File: src/rtl/frw_pkg.sv
package frw_pkg;
  typedef enum logic {PH_RECOVER = 1'b0, PH_RUN = 1'b1} phase_e;
endpackage

File: src/rtl/frw_sync.sv
module frw_sync (
  input  logic clk,
  input  logic rst_n,
  input  logic async_in,
  output logic rise
);
  logic [2:0] sh;
  always_ff @(posedge clk or negedge rst_n) begin
    if (!rst_n) sh <= 3'b000;
    else        sh <= {sh[1:0], async_in};
  end
  // sh[1] is the second synchroniser stage; sh[2] is its delayed copy
  assign rise = sh[1] & ~sh[2];
endmodule

File: src/rtl/frw_period_meter.sv
module frw_period_meter #(
  parameter int CNT_W       = 16,
  parameter int NOBASE_WAIT = 4096
) (
  input  logic             clk,
  input  logic             rst_n,
  input  logic             rise,
  input  logic             restart,
  input  logic             base_ok,
  input  logic [CNT_W-1:0] baseline,
  output logic             per_done,
  output logic [CNT_W-1:0] per_val,
  output logic             stop_pulse
);
  localparam int LW = CNT_W + 2;

  logic [CNT_W-1:0] cnt;
  logic             armed, stalled;
  logic [LW-1:0]    limit;
  logic             at_limit;

  assign limit    = base_ok ? {baseline, 2'b00} : LW'(NOBASE_WAIT);
  assign at_limit = ({2'b00, cnt} >= limit);

  always_ff @(posedge clk or negedge rst_n) begin
    if (!rst_n) begin
      cnt <= '0; armed <= 1'b0; stalled <= 1'b0;
      per_done <= 1'b0; per_val <= '0; stop_pulse <= 1'b0;
    end else begin
      per_done   <= 1'b0;
      stop_pulse <= 1'b0;
      if (rise) begin
        cnt     <= {{(CNT_W-1){1'b0}}, 1'b1};
        stalled <= 1'b0;
        armed   <= 1'b1;
        if (armed) begin
          per_done <= 1'b1;
          per_val  <= cnt;
        end
      end else begin
        if (cnt != '1) cnt <= cnt + 1'b1;
        if (at_limit && !stalled) begin
          stop_pulse <= 1'b1;
          stalled    <= 1'b1;
        end
      end
      if (restart) armed <= 1'b0;
    end
  end

  // a measured period is never empty
  a_r9_period_nonzero: assert property (@(posedge clk) disable iff (!rst_n)
    per_done |-> (per_val != '0));
  // a stop report is not repeated on the following cycle
  a_r4_single_stop: assert property (@(posedge clk) disable iff (!rst_n)
    stop_pulse |=> !stop_pulse);
endmodule

File: src/rtl/frw_drift_judge.sv
module frw_drift_judge #(
  parameter int CNT_W     = 16,
  parameter int TOL_SHIFT = 4,
  parameter int RUN_LEN   = 8
) (
  input  logic             clk,
  input  logic             rst_n,
  input  logic             per_done,
  input  logic [CNT_W-1:0] per_val,
  input  logic             stop_pulse,
  output logic [CNT_W-1:0] baseline,
  output logic             base_ok,
  output logic             ireset
);
  localparam int RW = $clog2(RUN_LEN + 1);
  localparam logic [RW-1:0] RUN_LAST = RW'(RUN_LEN - 1);

  logic [CNT_W-1:0] diff;
  logic             off;
  logic [RW-1:0]    run;

  assign diff = (per_val >= baseline) ? (per_val - baseline) : (baseline - per_val);
  assign off  = diff > (baseline >> TOL_SHIFT);

  always_ff @(posedge clk or negedge rst_n) begin
    if (!rst_n) begin
      baseline <= '0; base_ok <= 1'b0; run <= '0; ireset <= 1'b0;
    end else begin
      ireset <= 1'b0;
      if (stop_pulse) begin
        ireset <= 1'b1; base_ok <= 1'b0; run <= '0;
      end else if (per_done) begin
        if (!base_ok) begin
          baseline <= per_val; base_ok <= 1'b1; run <= '0;
        end else if (off) begin
          if (run == RUN_LAST) begin
            ireset <= 1'b1; base_ok <= 1'b0; run <= '0;
          end else begin
            run <= run + 1'b1;
          end
        end else begin
          run <= '0;
        end
      end
    end
  end

  a_r4_stop_resets: assert property (@(posedge clk) disable iff (!rst_n)
    stop_pulse |=> ireset);
  a_r3_run_below_limit: assert property (@(posedge clk) disable iff (!rst_n)
    run <= RUN_LAST);
  a_r1_baseline_held: assert property (@(posedge clk) disable iff (!rst_n)
    (base_ok && $past(base_ok)) |-> $stable(baseline));
  a_r5_baseline_dropped: assert property (@(posedge clk) disable iff (!rst_n)
    ireset |-> !base_ok);
endmodule

File: src/rtl/frw_recovery.sv
module frw_recovery
  import frw_pkg::*;
#(
  parameter int RECOVER = 162
) (
  input  logic clk,
  input  logic rst_n,
  input  logic ireset,
  input  logic in_strobe,
  input  logic out_strobe,
  output logic force_low
);
  localparam int CW = $clog2(RECOVER + 1);
  localparam logic [CW-1:0] REC_C = CW'(RECOVER);

  logic [CW-1:0] in_n, out_n;
  phase_e        phase;

  always_ff @(posedge clk or negedge rst_n) begin
    if (!rst_n) begin
      in_n <= '0; out_n <= '0; phase <= PH_RECOVER;
    end else if (ireset) begin
      in_n <= '0; out_n <= '0; phase <= PH_RECOVER;
    end else begin
      if (in_strobe  && in_n  != REC_C) in_n  <= in_n  + 1'b1;
      if (out_strobe && out_n != REC_C) out_n <= out_n + 1'b1;
      if (in_n == REC_C && out_n == REC_C) phase <= PH_RUN;
    end
  end

  assign force_low = (phase == PH_RECOVER);

  a_r5_force_after_reset: assert property (@(posedge clk) disable iff (!rst_n)
    ireset |=> force_low);
  a_r6_release_needs_both: assert property (@(posedge clk) disable iff (!rst_n)
    $fell(force_low) |-> ($past(in_n) == REC_C && $past(out_n) == REC_C));
endmodule

File: src/rtl/frame_rate_watch.sv
module frame_rate_watch #(
  parameter int CNT_W       = 16,
  parameter int TOL_SHIFT   = 4,
  parameter int RUN_LEN     = 8,
  parameter int RECOVER     = 162,
  parameter int NOBASE_WAIT = 4096
) (
  input  logic clk_ref,
  input  logic pdn_n,
  input  logic frame_in,
  input  logic out_strobe,
  output logic int_reset,
  output logic redetect,
  output logic force_low,
  output logic valid
);
  logic             rise, per_done, stop_pulse, base_ok, ireset;
  logic [CNT_W-1:0] per_val, baseline;

  frw_sync u_sync (.clk(clk_ref), .rst_n(pdn_n), .async_in(frame_in), .rise(rise));

  frw_period_meter #(.CNT_W(CNT_W), .NOBASE_WAIT(NOBASE_WAIT)) u_meter (
    .clk(clk_ref), .rst_n(pdn_n), .rise(rise), .restart(ireset),
    .base_ok(base_ok), .baseline(baseline),
    .per_done(per_done), .per_val(per_val), .stop_pulse(stop_pulse));

  frw_drift_judge #(.CNT_W(CNT_W), .TOL_SHIFT(TOL_SHIFT), .RUN_LEN(RUN_LEN)) u_judge (
    .clk(clk_ref), .rst_n(pdn_n), .per_done(per_done), .per_val(per_val),
    .stop_pulse(stop_pulse), .baseline(baseline), .base_ok(base_ok), .ireset(ireset));

  frw_recovery #(.RECOVER(RECOVER)) u_recov (
    .clk(clk_ref), .rst_n(pdn_n), .ireset(ireset), .in_strobe(rise),
    .out_strobe(out_strobe), .force_low(force_low));

  assign int_reset = ireset;
  assign redetect  = !base_ok;
  assign valid     = !force_low;

  // power-down holds every output in its cleared state
  a_r7_powerdown_clear: assert property (@(posedge clk_ref)
    !pdn_n |-> (!int_reset && redetect && force_low && !valid));
endmodule

File: config.mk
export PLATFORM = sky130hd
export DESIGN_NAME = frame_rate_watch
export DESIGN_NICKNAME = d
export VERILOG_FILES = /design/src/rtl/frw_pkg.sv /design/src/rtl/frw_sync.sv /design/src/rtl/frw_period_meter.sv /design/src/rtl/frw_drift_judge.sv /design/src/rtl/frw_recovery.sv /design/src/rtl/frame_rate_watch.sv
export SDC_FILE = /design/constraint.sdc
export NUM_CORES = 1
export LEC_CHECK = 0
export ABC_AREA = 0
export BUFFER_PORTS_ARGS = -buffer_cell sky130_fd_sc_hd__buf_2
export CORE_UTILIZATION = 30
export DETAILED_ROUTE_END_ITERATION = 8
export GPL_TIMING_DRIVEN = 0
export PLACE_DENSITY = 0.53
export SLEW_MARGIN = 20
export SYNTH_ARGS = -nofsm -noshare
export SYNTH_HDL_FRONTEND = slang
export SYNTH_SLANG_ARGS = --single-unit
File: constraint.sdc
create_clock -name clk_ref -period 4.8 [get_ports clk_ref]
set_clock_uncertainty 0.2 [all_clocks]
set_input_delay 0.48 -clock clk_ref [delete_from_list [all_inputs] [get_ports clk_ref]]
set_output_delay 0.48 -clock clk_ref [all_outputs]
set_load 0.01 [all_outputs]
==> impl_metrics.env <==
export IMPL_status="complete, but fails checks"
export IMPL_failed_checks="setup timing"
export IMPL_async_reset_ff_share_pct=100
export IMPL_data_required_time_at_the_worst_endpoint_ns=4.81
export IMPL_place_port_buffers=7
export IMPL_powerDensity_nw_per_um2=717
export IMPL_final_net_count=757
export IMPL_antenna_found_initial=0
export IMPL_timing_final_crit_period_ns=5.06
export IMPL_grt_max_degree=48
export IMPL_cap_viol_max_count=0
export IMPL_critPathLaunchType="flop"
export IMPL_cts_buffers=9
export IMPL_syn_instance_count=656
export IMPL_drt_pass_1_iters=5
export IMPL_post_placement_cell_count=893
export IMPL_ys_seq_area_share_pct=34.6
export IMPL_max_slew_worst_pin_slew_ns=0.816
export IMPL_globalRouteOverflowTotal=0
export IMPL_num_io_pins=8
export IMPL_synth_nets=726
export IMPL_drive_gt1_share_pct=10.3
export IMPL_switching_share_of_total_power_pct=45.0
export IMPL_vias_in_the_first_global_route=4549
export IMPL_synth_enable_flop_cells=0
export IMPL_dieWidth_um=139
export IMPL_placement_rows=49
export IMPL_area_delta_synth_final_pct=14.0
export IMPL_root_buffer="sky130_fd_sc_hd__clkbuf_16"
export IMPL_clockBufferDepth=2
export IMPL_cellInternalPower_mw=2.54
export IMPL_antenna_left=0
export IMPL_synth_avg_cell_area_sq_um=8.61
export IMPL_power_clock_fraction_pct=12.8
export IMPL_finalCritPeriodShare_pct=105
export IMPL_hold_path_class="in2reg"
export IMPL_cts_reportedPaths_clkPinSlew_ns=0.06
export IMPL_drc=0
export IMPL_groute_usage_overall_pct=15.1
export IMPL_static_leakage_power_nw=2.88
export IMPL_p_seq_share_pct=19.4
export IMPL_routed_wire_length_per_instance_um=15.0
export IMPL_stdcell_count=920
export IMPL_clock_latency_ns=0.33
export IMPL_min_delay_path_depth=1
export IMPL_final_core_util_pct=35.4
export IMPL_ctsHtreeMaxLevel=3
export IMPL_final_max_slew_viol_count=0
export IMPL_crit_path_max_fanout=6
export IMPL_yosys_reg_bits=78
export IMPL_cts_sinks=78
export IMPL_cts_tree="built"
export IMPL_worst_reg_to_reg_cells=23
export IMPL_critical_path_arrival_ns=5.07
export IMPL_grt_setup_unrepaired="true"
export IMPL_stdcell_area_sq_um=6440
export IMPL_power_total_mw=4.62
export IMPL_synth_area_sq_um=5650
export IMPL_post_drt_via_cell_ratio=4.94
export IMPL_maximum_vdd_ir_drop_mv=0.274
export IMPL_clock_fmax_mhz=198
export IMPL_final_setup_worst_slack_ns=-0.260
export IMPL_timing_setup_tns_ns=-1.33
export IMPL_routed_via_count=4543
export IMPL_ys_warnings_count=0
export IMPL_first_pass_grt_wire_length_um=23300
export IMPL_design_die_area_sq_um=19400
export IMPL_end_kind="flop"
export IMPL_diodes=0
export IMPL_ys_flop_type="sky130_fd_sc_hd__dfrtp_1"
export IMPL_wirelength_um=13800
export IMPL_postPlaceCellArea_sq_um=5990
export IMPL_synth_lib_cells_used_distinct=56
export IMPL_setup_violations=6
export IMPL_timing_final_hold_violations=0
export IMPL_floorplan_initialDensity_pct=31.0
export IMPL_p_switching_mw=2.08
export IMPL_max_slew_margin_rel_pct=44.9
export IMPL_floorplan_die_height_um=139
export IMPL_place_congestion=0.865
export IMPL_combPwrFrac_pct=67.8
export IMPL_coreArea_sq_um=18200
export IMPL_worstSetupPathType="reg2reg"
export IMPL_initialDrtViolationCount=234
export IMPL_dpl_hpwl_um=10800
## synthesized netlist by cell type, types with 4 or more instances
library cell	number	area [sq um]
sky130_fd_sc_hd__xnor2_1	15	131
sky130_fd_sc_hd__inv_1	50	188
sky130_fd_sc_hd__nor4_1	4	25.0
sky130_fd_sc_hd__nand3_1	15	75.1
sky130_fd_sc_hd__a211oi_1	4	30.0
sky130_fd_sc_hd__a21oi_1	48	240
sky130_fd_sc_hd__nand2_1	84	315
sky130_fd_sc_hd__o31ai_1	5	37.5
sky130_fd_sc_hd__nor2b_1	10	62.6
sky130_fd_sc_hd__o21a_1	10	75.1
sky130_fd_sc_hd__nand4_1	15	93.8
sky130_fd_sc_hd__buf_2	8	40.0
sky130_fd_sc_hd__or3_1	8	50.1
sky130_fd_sc_hd__and4_1	5	43.8
sky130_fd_sc_hd__mux2i_1	10	100
sky130_fd_sc_hd__clkbuf_1	12	45.0
sky130_fd_sc_hd__xor2_1	21	184
sky130_fd_sc_hd__dfrtp_1	78	1950
sky130_fd_sc_hd__ha_1	64	801
sky130_fd_sc_hd__o221ai_1	5	43.8
sky130_fd_sc_hd__and3_1	5	31.3
sky130_fd_sc_hd__nand2b_1	5	31.3
sky130_fd_sc_hd__nor2_1	59	221
sky130_fd_sc_hd__o21ai_0	62	310
sky130_fd_sc_hd__buf_4	4	30.0
## layout make-up
cell class	count	area, sq um
Timing Repair Buffer	20	150
Multi-Input combinational cell	501	3460
Clock buffer	13	240
Fill cell	1889	11800
Buffer	26	144
Inverter	51	191
Tap cell	229	287
Sequential cell	78	1950
Clock inverter	2	10.0
## power groups by stage
stage | clock network (mW) | logic (mW) | registers (mW)
after detailed placement | 0 | 2.61 | 0.907
final | 0.590 | 3.13 | 0.895
after CTS | 0.611 | 3.01 | 0.895
after global routing | 0.637 | 3.45 | 0.918
after global placement | 0 | 2.62 | 0.905
after floorplan | 0 | 2.00 | 0.874
## layout by cell type (no fill, tap or decap), types with 4 or more instances in the layout
| master | netlist | layout |
|---|---|---|
| sky130_fd_sc_hd__and4_1 | 5 | 5 |
| sky130_fd_sc_hd__buf_2 | 8 | 13 |
| sky130_fd_sc_hd__inv_1 | 50 | 49 |
| sky130_fd_sc_hd__clkbuf_1 | 12 | 16 |
| sky130_fd_sc_hd__nand4_1 | 15 | 15 |
| sky130_fd_sc_hd__ha_1 | 64 | 62 |
| sky130_fd_sc_hd__xnor2_1 | 15 | 15 |
| sky130_fd_sc_hd__o21ai_1 | 1 | 4 |
| sky130_fd_sc_hd__and3_1 | 5 | 5 |
| sky130_fd_sc_hd__nand3_1 | 15 | 15 |
| sky130_fd_sc_hd__a211oi_1 | 4 | 4 |
| sky130_fd_sc_hd__dfrtp_1 | 78 | 77 |
| sky130_fd_sc_hd__xor2_1 | 21 | 21 |
| sky130_fd_sc_hd__nand2_1 | 84 | 84 |
| sky130_fd_sc_hd__or3_1 | 8 | 8 |
| sky130_fd_sc_hd__o21ai_0 | 62 | 57 |
| sky130_fd_sc_hd__nor2_1 | 59 | 59 |
| sky130_fd_sc_hd__buf_4 | 4 | 16 |
| sky130_fd_sc_hd__nor2b_1 | 10 | 10 |
| sky130_fd_sc_hd__mux2i_1 | 10 | 9 |
| sky130_fd_sc_hd__clkbuf_16 | 0 | 9 |
| sky130_fd_sc_hd__nand2b_1 | 5 | 5 |
| sky130_fd_sc_hd__nor4_1 | 4 | 4 |
| sky130_fd_sc_hd__a21oi_1 | 48 | 45 |
| sky130_fd_sc_hd__o21a_1 | 10 | 10 |
## path summary, 6_finish.rpt
path | from | to | slack, ns
min in group asynchronous | pdn_n | u_meter.cnt[0]$_DFFE_PN0P_ | 0.52
setup / recovery | u_meter.per_val[0]$_DFFE_PN0P_ | u_judge.run[3]$_DFFE_PN0P_ | -0.26
setup reg to reg | u_meter.per_val[0]$_DFFE_PN0P_ | u_judge.run[3]$_DFFE_PN0P_ | -0.26
hold reg to reg | u_sync.sh[0]$_DFF_PN0_ | u_sync.sh[1]$_DFF_PN0_ | 0.15
max in group asynchronous | pdn_n | u_judge.run[0]$_DFFE_PN0P_ | 3.28
hold / removal | frame_in | u_sync.sh[0]$_DFF_PN0_ | 0.06
## critical path: stages (launching register included)
cell,delay (ns)
sky130_fd_sc_hd__dfrtp_1,0.40
sky130_fd_sc_hd__inv_1,0.07
sky130_fd_sc_hd__ha_2,0.17
sky130_fd_sc_hd__inv_2,0.04
sky130_fd_sc_hd__fa_2,0.39
sky130_fd_sc_hd__a21o_1,0.20
sky130_fd_sc_hd__a211oi_4,0.31
sky130_fd_sc_hd__o221ai_2,0.17
sky130_fd_sc_hd__a221o_1,0.34
sky130_fd_sc_hd__buf_6,0.15
sky130_fd_sc_hd__mux2i_1,0.13
sky130_fd_sc_hd__a221oi_2,0.28
sky130_fd_sc_hd__o21ai_1,0.12
sky130_fd_sc_hd__xor2_1,0.22
sky130_fd_sc_hd__ha_1,0.30
sky130_fd_sc_hd__a21oi_2,0.17
sky130_fd_sc_hd__o211ai_1,0.10
sky130_fd_sc_hd__o31a_1,0.12
sky130_fd_sc_hd__o31ai_2,0.06
sky130_fd_sc_hd__buf_4,0.16
sky130_fd_sc_hd__o21ai_2,0.07
sky130_fd_sc_hd__o41ai_4,0.39
sky130_fd_sc_hd__nor3_1,0.09
sky130_fd_sc_hd__a211o_1,0.28
## repair_timing
| action | in CTS | in global routing |
|---|---|---|
| gates resized for setup | 20 | 8 |
| endpoints found under the setup margin | 6 | 6 |
| buffers inserted | 11 | 2 |
| pin swaps | 15 | 23 |
| hold buffers | 1 | 0 |
| cloned | 0 | 0 |
| endpoints found under the hold margin | 46 | 0 |
## sequential cells by signal, summed over array words and instances, names as in the netlist
| name | cells |
|---|---|
| u_judge.base_ok | 1 |
| u_recov.in_n | 8 |
| u_meter.cnt | 16 |
| u_judge.run | 4 |
| u_meter.armed | 1 |
| u_recov.out_n | 8 |
| u_judge.ireset | 1 |
| u_recov.phase | 1 |
| u_meter.stalled | 1 |
| u_judge.baseline | 16 |
| u_meter.per_val | 16 |
| u_sync.sh | 3 |
| u_meter.per_done | 1 |
| u_meter.stop_pulse | 1 |
## stage by stage
stage	hold WS, ns	setup slack [ns]
floorplan	-0.0156	0.144
global placement	0.133	-1.02
detailed placement	0.136	-0.996
CTS	0.0420	-0.315
global route	0.0416	-0.438
finish	0.0567	-0.260
## routing by layer
| layer | vias up | track usage (%) | wire, um | part of all wire (%) |
|---|---|---|---|---|
| li1 | 2343 | - | - | - |
| met1 | 2136 | 21.0 | 7070 | 51 |
| met2 | 50 | 23.9 | 6180 | 45 |
| met3 | 14 | 2.06 | 283 | 2.1 |
| met4 | 0 | 5.15 | 245 | 1.8 |
| met5 | - | 0 | 0 | 0 |
## cells by family (layout without fill, tap and decap cells)
logic type	Yosys count	in the layout	share of synthesized area, %
XOR/XNOR	36	36	5.58
buffers and inverters	77	112	5.83
adder cells (fa/ha/maj)	66	66	14.9
flip-flops	78	78	34.6
multiplexers	12	12	2.17
AO/OA/AOI/OAI	163	163	17.8
AND/OR/NAND/NOR	224	224	19.2
(Power assumes the default switching activity.)
